**src/rtl/tbl_jump_expander.sv**
```systemverilog
module tbl_jump_expander #(
  parameter int unsigned AW         = 32,
  parameter int unsigned IDX_LSB    = 2,
  parameter int unsigned IDX_W      = 8,
  parameter int unsigned LINK_FIRST = 32,
  parameter int unsigned BASE_ALIGN = 6,
  parameter int unsigned ENT_SHIFT  = 2,
  parameter int unsigned LINK_REG   = 1,
  parameter logic [31:0] NOP_WORD   = 32'h0000_0013
) (
  input  logic          clk_i,
  input  logic          rst_ni,
  input  logic [31:0]   instr_i,
  input  logic [AW-1:0] pc_i,
  input  logic          is_tj_i,
  input  logic          illegal_i,
  input  logic          is_comp_i,
  input  logic [AW-1:0] jvt_base_i,
  output logic [31:0]   instr_o,
  output logic          illegal_o,
  output logic          is_comp_o,
  output logic          fetch_stall_o,
  output logic          mem_req_o,
  output logic [AW-1:0] mem_addr_o,
  input  logic          mem_gnt_i,
  input  logic          mem_rvalid_i,
  input  logic [AW-1:0] mem_rdata_i
);
  localparam int unsigned OFF_W = 21;
  localparam logic [6:0]  JAL_OP = 7'b1101111;

  typedef enum logic {S_IDLE, S_WAIT} st_t;

  st_t           st_q;
  logic          gnt_q;
  logic          link_q;
  logic [AW-1:0] addr_q;

  logic [IDX_W-1:0] idx;
  logic [AW-1:0]    entry_addr;
  logic [AW-1:0]    off;
  logic [4:0]       rd;
  logic [31:0]      jal_word;
  logic             start, done;

  assign idx        = instr_i[IDX_LSB +: IDX_W];
  assign entry_addr = {jvt_base_i[AW-1:BASE_ALIGN], {BASE_ALIGN{1'b0}}}
                    + (AW'(idx) << ENT_SHIFT);
  assign start      = (st_q == S_IDLE) && is_tj_i && !illegal_i;
  assign done       = (st_q == S_WAIT) && mem_rvalid_i;

  assign off      = mem_rdata_i - pc_i;
  assign rd       = link_q ? 5'(LINK_REG) : 5'd0;
  assign jal_word = {off[20], off[10:1], off[11], off[19:12], rd, JAL_OP};

  logic unused_bits;
  assign unused_bits = ^{jvt_base_i[BASE_ALIGN-1:0], off[AW-1:OFF_W], off[0]};

  always_ff @(posedge clk_i or negedge rst_ni) begin
    if (!rst_ni) begin
      st_q   <= S_IDLE;
      gnt_q  <= 1'b0;
      link_q <= 1'b0;
      addr_q <= '0;
    end else if (start) begin
      st_q   <= S_WAIT;
      gnt_q  <= 1'b0;
      link_q <= (32'(idx) >= LINK_FIRST);
      addr_q <= entry_addr;
    end else if (done) begin
      st_q   <= S_IDLE;
      gnt_q  <= 1'b0;
    end else if (mem_req_o && mem_gnt_i) begin
      gnt_q  <= 1'b1;
    end
  end

  assign mem_req_o     = (st_q == S_WAIT) && !gnt_q;
  assign mem_addr_o    = addr_q;
  assign fetch_stall_o = start || ((st_q == S_WAIT) && !mem_rvalid_i);

  always_comb begin
    if (done) begin
      instr_o   = jal_word;
      illegal_o = 1'b0;
      is_comp_o = 1'b1;
    end else if (fetch_stall_o) begin
      instr_o   = NOP_WORD;
      illegal_o = 1'b0;
      is_comp_o = is_comp_i;
    end else begin
      instr_o   = instr_i;
      illegal_o = illegal_i;
      is_comp_o = is_comp_i;
    end
  end
endmodule

```
**config.mk**
```make
export PLATFORM = sky130hd
export DESIGN_NAME = tbl_jump_expander
export DESIGN_NICKNAME = d
export VERILOG_FILES = /design/src/rtl/tbl_jump_expander.sv
export SDC_FILE = /design/constraint.sdc
export NUM_CORES = 1
export LEC_CHECK = 0
export ABC_AREA = 0
export BUFFER_PORTS_ARGS = -buffer_cell sky130_fd_sc_hd__buf_2
export CAP_MARGIN = 20
export CORE_ASPECT_RATIO = 1.2
export CORE_MARGIN = 2
export CORE_UTILIZATION = 39
export DETAILED_ROUTE_END_ITERATION = 12
export GPL_TIMING_DRIVEN = 0
export HOLD_SLACK_MARGIN = 0.1
export PLACE_DENSITY = 0.78
export SETUP_SLACK_MARGIN = 0.15
export SYNTH_ARGS = -nofsm -noshare
export SYNTH_HDL_FRONTEND = slang
export SYNTH_SLANG_ARGS = --single-unit
```
**constraint.sdc**
```tcl
create_clock -name clk_i -period 3.8 [get_ports clk_i]
set_clock_uncertainty 0.05 [all_clocks]
set_input_delay 0.95 -clock clk_i [delete_from_list [all_inputs] [get_ports clk_i]]
set_output_delay 0.95 -clock clk_i [all_outputs]
set_load 0.05 [all_outputs]
```
==> metrics.txt, run 1 <==
Async SR Flop Fraction=100%; CTS tree=built; Synth Flop Type=dfrtp_1; Routed Antenna Nets=0; cells after synthesis=407; drt pass-1 iters=4; status=complete, but fails checks; Fmax achieved=0.230 GHz; Die Footprint=8560 sq um; H-tree Lvls=2; CP required=2800 ps; Reg clk slew, reported paths=80 ps; Fin. Hold Viols=0; sequential-to-total area share from yosys stat=27.0%; peak supply drop=0.448 mV; vias in the first global route=3528; via count=~3.8k; # rows=35; YS warnings=0; crit end category=output pin; # nets final=764; Slew @ Worst Pin=744 ps; largest net degree at the start of global routing=34; commonest non-fill, non-tap cell in the layout=buf_2; area grow syn2layout=61.4%; crit path time final=4340 ps; DRC violations left=0; clock buffer count from CTS=5; total grt overflow=0; fraction of layout cells with a size suffix above 1=44.5%; Worst Path Max Fanout=4; RSZ-0062 raised after global routing=yes; commonest cells after routing, fill and taps aside=buf_2 (157), nand2_1 (88), dfrtp_1 (33); gpl congestion=0.910; Iteration-0 DRC Markers=116; Area contributors post-synth=dfrtp_1 (27%), nand2_1 (11%), ha_1 (9.4%); placed cell area=4220 sq um; Synth cell types=47; total wire length=~11000 um; Finished Cell Area=4930 sq um; Final WS setup=-542 ps; placed cell count=673; final std cells w/o fill=697; Power Dens Cells=414 nW/um^2; CTS Hold Bufs=0; Util after Layout=64.4%; Clock Sinks=33; top-area cell type share of the netlist area=between 20% and 30%; HPWL Detailed=between 8000 and 9000 um; HP Class=reg -> reg; Initial Utilization=roughly 40%; fin crit share=114%; final setup violation count=7; P_leak=2.49 nW; Die Ht=101 um; Critical Path AT=3340 ps; input/output buffers=roughly 170; global-route wire length before repair=approximately 16000 um; Ports=203; core region area=approximately 7700 sq um; All-Layer GR Usage=~23%; Post-synth EDFFs=0; CTS Root Cell=clkbuf_8; failing checks=setup timing; die width=84.8 um; WL/cell=15.9 um; Crit Path Class=in -> out; Ant. Diodes=0; Longest Clk Path Bufs=2; CP Launch Type=input port; synthesized area=3060 sq um; vias per cell=5.41; Synth area leader=dfrtp_1; Power Total=2.04 mW; Slew Limit Headroom=between 50% and 60%; syn_area_per_cell=7.51 sq um; max cap viols=0; initial antenna violation count=1; total negative slack=-2350 ps; #FFs+latches synth=33; clk_lat worst skew=280 ps; Slew Limit Fails=0
-- kinds of logic (layout without fill, tap and decap cells) --
logic type	Yosys count	after routing	synth area share (%)
adders and majority gates	25	25	10.7
other	1	2	0.123
AOI/OAI and AO/OA	108	108	22.1
buffers and inverters	43	240	5.53
and+or+nand+nor	156	156	22.8
DFF	33	33	27.0
xor gates and xnor gates	41	41	11.8
-- worst max-delay path, cell delays in order --
cell and delay (ps):
buf_6 90, nand2b_4 130, fa_2 340, a21o_1 180, a311o_1 340, a41o_1 320, a311o_1 320, a31oi_1 180
xor2_1 270, o21ai_4 70, buf_6 150
-- worst paths after layout --
| kind | slack (ps) | cells past startpoint | to | from |
|---|---|---|---|---|
| max | -540 | 11 | instr_o[18] | mem_rdata_i[0] |
| min | 420 | 2 | mem_addr_o[23]$_DFFE_PN0P_ | mem_addr_o[23]$_DFFE_PN0P_ |
| max reg2reg | 2020 | 5 | st_q$_DFFE_PN0N_ | st_q$_DFFE_PN0N_ |
| min reg2reg | 420 | 2 | mem_addr_o[23]$_DFFE_PN0P_ | mem_addr_o[23]$_DFFE_PN0P_ |
| max in group asynchronous | 2550 | 1 | gnt_q$_DFFE_PN0P_ | rst_ni |
| min in group asynchronous | 660 | 1 | mem_addr_o[16]$_DFFE_PN0P_ | rst_ni |
-- cell usage after synthesis, types with 3 or more instances --
cell	count
nand3_1	5
nand2_1	89
a21oi_1	17
and3_1	8
nor3_1	8
o21ai_0	46
nor4_1	3
inv_1	24
a31oi_1	6
clkbuf_1	17
nor2b_1	3
a31o_2	3
xor2_1	14
ha_1	23
a22o_1	3
nor2_1	21
nand2b_1	3
or3_1	3
and2_1	3
o21bai_1	3
xnor2_1	27
nand4_1	5
o21a_1	3
a21o_1	7
dfrtp_1	33
-- sequential cells by signal (all words and copies together) (netlist names) --
signal	flops
mem_addr_o	30
st_q	1
gnt_q	1
link_q	1
-- stage by stage --
step / hold WS (ps) / worst slack (ps)
floorplan: 401 / -372
global placement: 407 / -726
detailed placement: 408 / -710
CTS: 425 / -546
global route: 455 / -600
finish: 423 / -542
-- where the power goes --
part	switching, mW	leakage (nW)	total [mW]	internal (mW)
clock network	0.138	0.0681	0.399	0.261
registers	0.0365	0.409	0.458	0.421
logic	0.801	2.01	1.19	0.386
-- per-layer routing --
layer  part of all wire (%)  up-vias  GRT usage (%)
li1                       -     1789              -
met1                     39     1757           25.6
met2                     51      188           43.7
met3                    6.2       36           3.60
met4                    3.9        2           10.4
met5                  0.099        -              0
-- cell type report --
type	instances	area [sq um]
Timing Repair Buffer	189	1120
Inverter	24	90.1
Tap cell	92	115
Fill cell	636	2730
Buffer	19	101
Sequential cell	33	826
Multi-Input combinational cell	332	2550
Clock inverter	3	65.1
Clock buffer	5	68.8
-- timing repair --
| action | CTS | global route |
|---|---|---|
| setup buffers | 4 | 12 |
| gates resized for setup | 41 | 69 |
| pin swaps | 11 | 28 |
| setup endpoints to repair | 23 | 18 |
Power figures use the tool's default switching activity.
==> run 2: changes to the inputs <==
--- a/config.mk
+++ b/config.mk
@@ -8,13 +8,15 @@
 export ABC_AREA = 0
 export BUFFER_PORTS_ARGS = -buffer_cell sky130_fd_sc_hd__buf_2
 export CAP_MARGIN = 20
+export CELL_PAD_IN_SITES_DETAIL_PLACEMENT = 1
+export CELL_PAD_IN_SITES_GLOBAL_PLACEMENT = 2
 export CORE_ASPECT_RATIO = 1.2
 export CORE_MARGIN = 2
-export CORE_UTILIZATION = 39
+export CORE_UTILIZATION = 19
 export DETAILED_ROUTE_END_ITERATION = 12
 export GPL_TIMING_DRIVEN = 0
 export HOLD_SLACK_MARGIN = 0.1
-export PLACE_DENSITY = 0.78
+export PLACE_DENSITY_LB_ADDON = 0.1
 export SETUP_SLACK_MARGIN = 0.15
 export SYNTH_ARGS = -nofsm -noshare
 export SYNTH_HDL_FRONTEND = slang
==> metrics.txt, run 2 (same netlist as run 1, synthesis figures left out) <==
Critical Path AT=3340 ps (about the same); HPWL Detailed=10300 um (+27%); RSZ-0062 raised after global routing=yes; Die Ht=143 um (+42%); largest net degree at the start of global routing=34 (unchanged); Crit Path Class=in -> out; CP required=2800 ps (about the same); Routed Antenna Nets=0 (unchanged); WL/cell=15.6 um (-1.8%); clk_lat worst skew=280 ps (about the same); total grt overflow=0 (unchanged); Power Total=2.05 mW (+0.20%); Worst Path Max Fanout=3 (-1); initial antenna violation count=1 (unchanged); vias in the first global route=3910 (+11%); die width=120 um (+41%); status=complete, but fails checks; global-route wire length before repair=19700 um (+23%); Fin. Hold Viols=0 (unchanged); DRC violations left=0 (unchanged); Iteration-0 DRC Markers=68 (-41%); gpl congestion=0.739 (-19%); Ant. Diodes=0 (unchanged); HP Class=reg -> reg; Final WS setup=-536 ps (+6.41 ps); area grow syn2layout=61.6%; H-tree Lvls=2 (unchanged); Fmax achieved=0.231 GHz (+0.15%); Slew @ Worst Pin=808 ps (+63.9 ps); Ports=203 (unchanged); input/output buffers=172 (unchanged); CP Launch Type=input port; crit path time final=4340 ps (-6.41 ps); CTS Hold Bufs=0 (unchanged); All-Layer GR Usage=14.5% (-8.7 points); Die Footprint=17100 sq um (+100%); failing checks=setup timing; crit end category=output pin; vias per cell=4.50 (-17%); core region area=15700 sq um (+100%); commonest non-fill, non-tap cell in the layout=buf_2; peak supply drop=0.152 mV (-66%); Slew Limit Fails=0 (unchanged); # rows=50 (+43%); fin crit share=114% (-0.17 points); hold slack=422 ps (-0.770 ps); CTS tree=built; max cap viols=0 (unchanged); P_leak=2.45 nW (-1.4%); max FFs per register=30 (unchanged); Reg clk slew, reported paths=50 ps (-30 ps); Slew Limit Headroom=46.1% (-4.3 points); pre-CTS WS=-796 ps (-85.3 ps); clock buffer count from CTS=5 (unchanged); Power Dens Cells=415 nW/um^2 (about the same); drt pass-1 iters=4 (unchanged); Finished Cell Area=4940 sq um (+0.13%); placed cell area=4370 sq um (+3.4%); # nets final=758 (-0.79%); CTS Root Cell=clkbuf_16; Longest Clk Path Bufs=2 (unchanged); fraction of layout cells with a size suffix above 1=42.1% (-2.4 points); final setup violation count=12 (+5); total wire length=12600 um (+14%); Clock Sinks=33 (unchanged); Initial Utilization=19.5% (-20 points); via count=3632 (-3.7%); commonest cells after routing, fill and taps aside=buf_2 (155), nand2_1 (88), dfrtp_1 (33)
## run 2: area by class of cell
type	count	area, sq um
repair buffers	183	1050
well taps	208	260
clock buffers	7	153
fillers	1906	10800
inverters	24	90.1
flip-flops and latches	33	826
clock inverters	1	5.00
multi-input cells	332	2460
plain buffers	19	90.1
## run 2: path summary, 6_finish.rpt
check / startpoint / end / slack, ps / cells past startpoint
min: mem_addr_o[22]$_DFFE_PN0P_ / mem_addr_o[22]$_DFFE_PN0P_ / 420 / 2
min reg2reg: mem_addr_o[22]$_DFFE_PN0P_ / mem_addr_o[22]$_DFFE_PN0P_ / 420 / 2
max in group asynchronous: rst_ni / mem_addr_o[12]$_DFFE_PN0P_ / 2500 / 1
min in group asynchronous: rst_ni / mem_addr_o[25]$_DFFE_PN0P_ / 700 / 1
max reg2reg: st_q$_DFFE_PN0N_ / mem_addr_o[14]$_DFFE_PN0P_ / 2110 / 6
max: mem_rdata_i[0] / instr_o[12] / -540 / 13
## run 2: per-stage QoR
step | setup TNS [ps] | util, % | instances
after floorplan | -1160 | - | 408
after global placement | -5870 | 27.7 | 788
after detailed placement | -6100 | 27.8 | 789
after CTS | -3330 | 30.5 | 803
after global routing | -4460 | 31.5 | 807
final | -3370 | 31.5 | 807
## run 2: power breakdown
| group | internal (mW) | leakage [nW] | switching [mW] |
|---|---|---|---|
| sequential | 0.422 | 0.409 | 0.0360 |
| clock | 0.278 | 0.0799 | 0.159 |
| combinational | 0.361 | 1.96 | 0.793 |
## run 2: worst max-delay path, cell delays in order
cell and delay, ps:
buf_6 90, nand2b_4 140, fa_2 340, a21o_1 180, a311o_1 350, a41o_1 310, buf_6 150, a31oi_4 180
buf_4 140, buf_4 120, xor2_4 160, o21ai_4 60, buf_6 170
## run 2: what timing repair did
action	in CTS	in global routing
endpoints found under the setup margin	23	18
pin swaps	18	12
resized for setup	57	24
buffers inserted	6	4
## run 2: metal layers
layer  vias up  share of wire (%)  global-route usage, %  wire length [um]
li1       1777                  -                      -                 -
met1      1729                 38                   15.5              4820
met2       109                 55                   28.6              6860
met3        15                5.2                   2.72               658
met4         2                1.8                   4.40               232
met5         -              0.056                      0                 7
